--- src/rtl/sp_bridge_pkg.sv ---
package sp_bridge_pkg;
  typedef enum logic [1:0] {
    SZ_BYTE = 2'd0,
    SZ_HALF = 2'd1,
    SZ_WORD = 2'd2,
    SZ_RSVD = 2'd3
  } xfer_size_e;

  typedef enum logic [1:0] {
    ST_IDLE,
    ST_SETUP,
    ST_ACCESS,
    ST_RESP
  } br_state_e;
endpackage

--- src/rtl/sp_periph_decode.sv ---
module sp_periph_decode #(
  parameter int IDX_W    = 3,
  parameter int N_PERIPH = 5
) (
  input  logic [IDX_W-1:0]    idx_i,
  output logic                hit_o,
  output logic [N_PERIPH-1:0] onehot_o
);
  for (genvar g = 0; g < N_PERIPH; g++) begin : g_sel
    assign onehot_o[g] = (idx_i == IDX_W'(g));
  end
  assign hit_o = |onehot_o;
endmodule

--- src/rtl/sp_bridge_fsm.sv ---
module sp_bridge_fsm
  import sp_bridge_pkg::*;
(
  input  logic      clk_i,
  input  logic      rst_ni,
  input  logic      sel_i,
  input  logic      bad_i,
  output br_state_e state_o
);
  br_state_e state_d, state_q;

  always_comb begin
    state_d = state_q;
    unique case (state_q)
      ST_IDLE:   if (sel_i) state_d = bad_i ? ST_RESP : ST_SETUP;
      ST_SETUP:  state_d = ST_ACCESS;
      ST_ACCESS: state_d = ST_RESP;
      ST_RESP:   state_d = ST_IDLE;
      default:   state_d = ST_IDLE;
    endcase
  end

  always_ff @(posedge clk_i or negedge rst_ni)
    if (!rst_ni) state_q <= ST_IDLE;
    else         state_q <= state_d;

  assign state_o = state_q;

  a_r2_resp_one_cycle: assert property (@(posedge clk_i) disable iff (!rst_ni)
    state_q == ST_RESP |=> state_q == ST_IDLE);
endmodule

--- src/rtl/sp_read_mux.sv ---
module sp_read_mux #(
  parameter int N_PERIPH = 5,
  parameter int DATA_W   = 32
) (
  input  logic [N_PERIPH*DATA_W-1:0] prdata_i,
  input  logic [N_PERIPH-1:0]        onehot_i,
  output logic [DATA_W-1:0]          rdata_o
);
  logic [N_PERIPH:0][DATA_W-1:0] acc;
  assign acc[0] = '0;
  for (genvar g = 0; g < N_PERIPH; g++) begin : g_or
    assign acc[g+1] = acc[g] | (prdata_i[g*DATA_W +: DATA_W] & {DATA_W{onehot_i[g]}});
  end
  assign rdata_o = acc[N_PERIPH];
endmodule

--- src/rtl/sp_bridge.sv ---
module sp_bridge
  import sp_bridge_pkg::*;
#(
  parameter int ADDR_W   = 32,
  parameter int DATA_W   = 32,
  parameter int N_PERIPH = 5,
  parameter int SLOT_AW  = 12,
  parameter int IDX_W    = 3
) (
  input  logic                       clk_i,
  input  logic                       rst_ni,
  input  logic                       sel_i,
  input  logic [ADDR_W-1:0]          addr_i,
  input  logic                       write_i,
  input  logic [1:0]                 size_i,
  input  logic [DATA_W-1:0]          wdata_i,
  output logic [DATA_W-1:0]          rdata_o,
  output logic                       wait_o,
  output logic                       error_o,
  output logic                       last_o,
  output logic [ADDR_W-1:0]          paddr_o,
  output logic                       pwrite_o,
  output logic [DATA_W-1:0]          pwdata_o,
  output logic [N_PERIPH-1:0]        psel_o,
  output logic                       pstrobe_o,
  input  logic [N_PERIPH*DATA_W-1:0] prdata_i
);
  br_state_e             state;
  logic                  hit, bad, capture;
  logic [N_PERIPH-1:0]   onehot_d, onehot_q;
  logic [ADDR_W-1:0]     addr_q;
  logic                  write_q, err_q;
  logic [DATA_W-1:0]     wdata_q, rdata_q, mux_data;

  sp_periph_decode #(.IDX_W(IDX_W), .N_PERIPH(N_PERIPH)) u_dec (
    .idx_i    (addr_i[SLOT_AW +: IDX_W]),
    .hit_o    (hit),
    .onehot_o (onehot_d)
  );

  assign bad     = !hit || (xfer_size_e'(size_i) == SZ_RSVD);
  assign capture = sel_i && (state == ST_IDLE);

  sp_bridge_fsm u_fsm (
    .clk_i   (clk_i),
    .rst_ni  (rst_ni),
    .sel_i   (sel_i),
    .bad_i   (bad),
    .state_o (state)
  );

  sp_read_mux #(.N_PERIPH(N_PERIPH), .DATA_W(DATA_W)) u_mux (
    .prdata_i (prdata_i),
    .onehot_i (onehot_q),
    .rdata_o  (mux_data)
  );

  always_ff @(posedge clk_i or negedge rst_ni) begin
    if (!rst_ni) begin
      addr_q   <= '0;
      write_q  <= 1'b0;
      wdata_q  <= '0;
      onehot_q <= '0;
      err_q    <= 1'b0;
      rdata_q  <= '0;
    end else if (capture) begin
      addr_q   <= addr_i;
      write_q  <= write_i;
      wdata_q  <= wdata_i;
      onehot_q <= bad ? '0 : onehot_d;
      err_q    <= bad;
      rdata_q  <= '0;
    end else if (state == ST_ACCESS && !write_q) begin
      rdata_q  <= mux_data;  // sample at end of strobe cycle
    end
  end

  assign psel_o    = (state == ST_SETUP || state == ST_ACCESS) ? onehot_q : '0;
  assign pstrobe_o = (state == ST_ACCESS);
  assign paddr_o   = addr_q;
  assign pwrite_o  = write_q;
  assign pwdata_o  = write_q ? wdata_q : '0;
  assign wait_o    = sel_i && (state != ST_RESP);
  assign last_o    = (state == ST_RESP);
  assign error_o   = (state == ST_RESP) && err_q;
  assign rdata_o   = (state == ST_RESP) ? rdata_q : '0;

  a_r3_sel_onehot: assert property (@(posedge clk_i) disable iff (!rst_ni)
    $onehot0(psel_o));
  a_r5_strobe_single: assert property (@(posedge clk_i) disable iff (!rst_ni)
    pstrobe_o |=> !pstrobe_o);
  a_r5_strobe_has_sel: assert property (@(posedge clk_i) disable iff (!rst_ni)
    pstrobe_o |-> psel_o != '0);
  a_r4_hold_ctrl: assert property (@(posedge clk_i) disable iff (!rst_ni)
    (psel_o != '0 && !pstrobe_o) |=> $stable(paddr_o) && $stable(pwrite_o));
  a_r6_no_wdata_on_read: assert property (@(posedge clk_i) disable iff (!rst_ni)
    !pwrite_o |-> pwdata_o == '0);
  a_r8_err_no_sel: assert property (@(posedge clk_i) disable iff (!rst_ni)
    error_o |-> (psel_o == '0 && !pstrobe_o));
  a_r10_last_on_done: assert property (@(posedge clk_i) disable iff (!rst_ni)
    (sel_i && !wait_o) |-> last_o);
endmodule

--- config.mk ---
export PLATFORM = sky130hd
export DESIGN_NAME = sp_bridge
export DESIGN_NICKNAME = d
export VERILOG_FILES = /design/src/rtl/sp_bridge_pkg.sv /design/src/rtl/sp_periph_decode.sv /design/src/rtl/sp_bridge_fsm.sv /design/src/rtl/sp_read_mux.sv /design/src/rtl/sp_bridge.sv
export SDC_FILE = /design/constraint.sdc
export NUM_CORES = 1
export LEC_CHECK = 0
export BUFFER_PORTS_ARGS = -buffer_cell sky130_fd_sc_hd__buf_2
export CORE_AREA = 5 5 127 129
export DETAILED_ROUTE_END_ITERATION = 8
export DIE_AREA = 0 0 132 134
export PLACE_DENSITY = 0.76
export SETUP_SLACK_MARGIN = 0.2
export SLEW_MARGIN = 10
export SYNTH_ARGS = -nofsm -noshare
export SYNTH_HDL_FRONTEND = slang
export SYNTH_SLANG_ARGS = --single-unit
--- constraint.sdc ---
create_clock -name clk_i -period 2.7 [get_ports clk_i]
set_clock_uncertainty 0.2 [all_clocks]
set_input_delay 0.405 -clock clk_i [delete_from_list [all_inputs] [get_ports clk_i]]
set_output_delay 0.405 -clock clk_i [all_outputs]
set_load 0.005 [all_outputs]
==> flow_summary.toml <==
[status]
outcome = "finished, final reports clean"

[yosys]
seq_area_frac_synth_pct = 49.7
yosys-top-cells-count = "dfrtp_1 (105), and2_1 (71), mux2_2 (38), nand2_1 (38), a22o_1 (33)"
synth-seq-cells = 105
synth_top_family_by_area = "compound AO/OA/AOI/OAI gates"
avgSynthCellArea_um2 = 11.9
syn_nets = 679
synth.area.mux_share_pct = 13.2
yosysTopAreaCell = "dfrtp_1"
synth-xor-area-share_pct = 0
yosysMostFrequentCell = "dfrtp_1"
synth_edf_count = 0
synth_area_leaders = "dfrtp_1 (50%), and2_1 (8.4%), mux2_2 (8.1%)"
netlist_area_um2 = 5290
synth_flop_cell = "dfrtp_1"
yosys.area_share.simple_pct = 12.0
synthCells = 445
synth_compound_area_share_pct = 17.9
synthDistinctLibCells = 29
synth_top_area_share_pct = 49.7
async_flop_share_pct = 100
ys.warnings.count = 0
synthAdderAreaFrac_pct = 0.946

[cells_and_area]
syn2layout_area_growth_pct = 38.1
antenna_cells = 0
stdcell_count = 953
nets = 994
drive_above_1_share_pct = 52.7

[pwr]
swShare_pct = 35.3
p_comb_share_pct = 42.1
power.clock.fraction_pct = 18.5
power.density_nw_per_um2 = 1010
p_switching_mw = 2.60
pwr-share-seq_pct = 39.3
p_int_mw = 4.76
leakagePower_nw = 3.90
ir_drop_mv = 0.630

[worst_setup_path]
crit_type = "flip-flop to output port"
slowest_delay_ps = 1100
cp-start-kind = "flip-flop"
critPathTopFamily = "flip-flops"
critical_path.cell_chain = "and2_1, buf_2"
worstPathRequired_ps = 2100
slowest_stage = "dfrtp_1"
worst_setup_path_end_kind = "output port"
path_buf_inv = 1
crit_arrival_ps = 1800
cp_max_fo = 34

[cts]
htree_levels = 3
worst_skew_pair.late_latency_ps = 340
root_buffer = "clkbuf_16"
cts.sinks = 105
cts_tree = "built"
cts_buffers = 9
clock_path_buffers = 2
path_clk_slew_ps = 70

[place]
dp_hpwl_mm = 13.2
globalplace.congestion = 0.828
placed_cells = 936
port-buffer-count = 335

[sta]
finalHoldViolCount = 0
period_needed_ps = 2400
setup_viol = 0
slew_headroom_pct = 22.8
fmax_mhz = 416
maxSlewViolCount = 0
post-route-period-util_pct = 89.0
tns_ps = 0
tightest_slew_ps = 1160
grt_setup_unrepaired = "no"

[routing]
drcViolationCount = 0
num_vias = 4960
post_drt_wl_per_cell_um = 17.8
antenna_left = 0
drtPass1Iterations = 8
drt_iter0_drc = 274
drt_wl_total_mm = 17.0
viasPerCell = 5.20

[floorplan]
start_util_pct = 35.5
core-area_um2 = 14900
die-width_um = 132
row_count = 45
die_h_um = 134
dieArea_um2 = 17700
io_pins = 336

[global_route]
grt_pass1_wl_mm = 26.4
grt_pass1_vias = 5255
grt_max_degree = 46
grt_overflow = 0
grt.total_usage_pct = 18.3
antenna_found_initial = 1

[hold_path]
min_path_type = "input port to flip-flop"

[flow_run]
drv_cap = 0
layout make-up:
cell class	instances	area, um^2
Clock buffer	13	270
Clock inverter	3	47.5
Fill cell	1392	7610
Inverter	5	18.8
Multi-Input combinational cell	294	2330
Sequential cell	105	2630
Tap cell	188	235
Timing Repair Buffer	345	1770
placed cells by master (no fill, tap or decap), types with 2 or more instances in the layout:
cell,netlist,final
and2_1,71,70
nor2_1,3,3
o21ai_0,5,5
ha_1,4,4
a222oi_1,32,32
buf_2,10,334
nor2b_1,2,2
mux2_1,24,24
inv_1,4,4
dfrtp_2,0,2
clkinv_4,0,2
mux2_2,38,38
a22o_1,33,33
nand2_1,38,37
a22oi_1,32,32
a32o_1,3,3
dfrtp_1,105,103
clkbuf_8,0,3
clkbuf_16,0,9
buf_4,2,9
registers in the layout, summed over array words and instances, names as in the netlist:
name / count
pwrite_o: 1
rdata_q: 32
wdata_q: 32
onehot_q: 5
paddr_o: 32
err_q: 1
u_fsm.state_o: 2
per-stage QoR:
stage / setup slack, ps / power [mW] / cell area [um^2] / util [%] / hold WS [ps]
global placement: 657 / 5.97 / 6980 / 46.8 / 181
floorplan: 1000 / 4.92 / 5290 / - / -90.6
detailed placement: 563 / 6.07 / 6980 / 46.8 / 181
CTS: 272 / 7.47 / 7300 / 48.9 / 57.3
finish: 298 / 7.36 / 7310 / 49.0 / 74.5
global route: 212 / 7.92 / 7310 / 49.0 / 59.7
layer usage:
layer	up-vias	wire (um)	global-route usage (%)
met3	32	1510	6.71
met2	253	8620	32.3
met1	2387	6450	20.6
met5	-	13	0
li1	2286	-	-
met4	2	391	5.60
what timing repair did:
item | CTS | global route
buffers inserted | 0 | 0
hold endpoints to repair | 31 | 0
gates resized for setup | 0 | 2
hold buffers | 1 | 0
setup endpoints to repair | 0 | 2
power groups by stage:
stage / Combinational [mW] / Clock, mW / Sequential (mW)
3_5_place_dp: 3.16 / 0 / 2.91
4_1_cts: 3.17 / 1.41 / 2.89
2_1_floorplan: 2.31 / 0 / 2.62
3_3_place_gp: 3.10 / 0 / 2.87
6_report: 3.10 / 1.36 / 2.89
5_1_grt: 3.46 / 1.47 / 2.99
path summary, 6_finish.rpt:
path,startpoint,to,slack [ps],cells after the start
worst max-delay path,onehot_q[2],psel_o[2],300,2
min in group asynchronous,rst_ni,paddr_o[1],360,2
worst min register to register,wdata_q[1],wdata_q[1],280,1
worst max register to register,u_fsm.state_o[0],rdata_q[21],550,5
max in group asynchronous,rst_ni,rdata_q[10],1200,3
worst min-delay path,wdata_i[23],wdata_q[23],70,2
logic make-up after synthesis:
kind of cell / count (synthesis)
buf+inv: 46
compound gates: 110
flops: 105
mux: 62
simple gates: 118
fa+ha+maj: 4
Note: power is estimated with default switching activity, not from simulation.
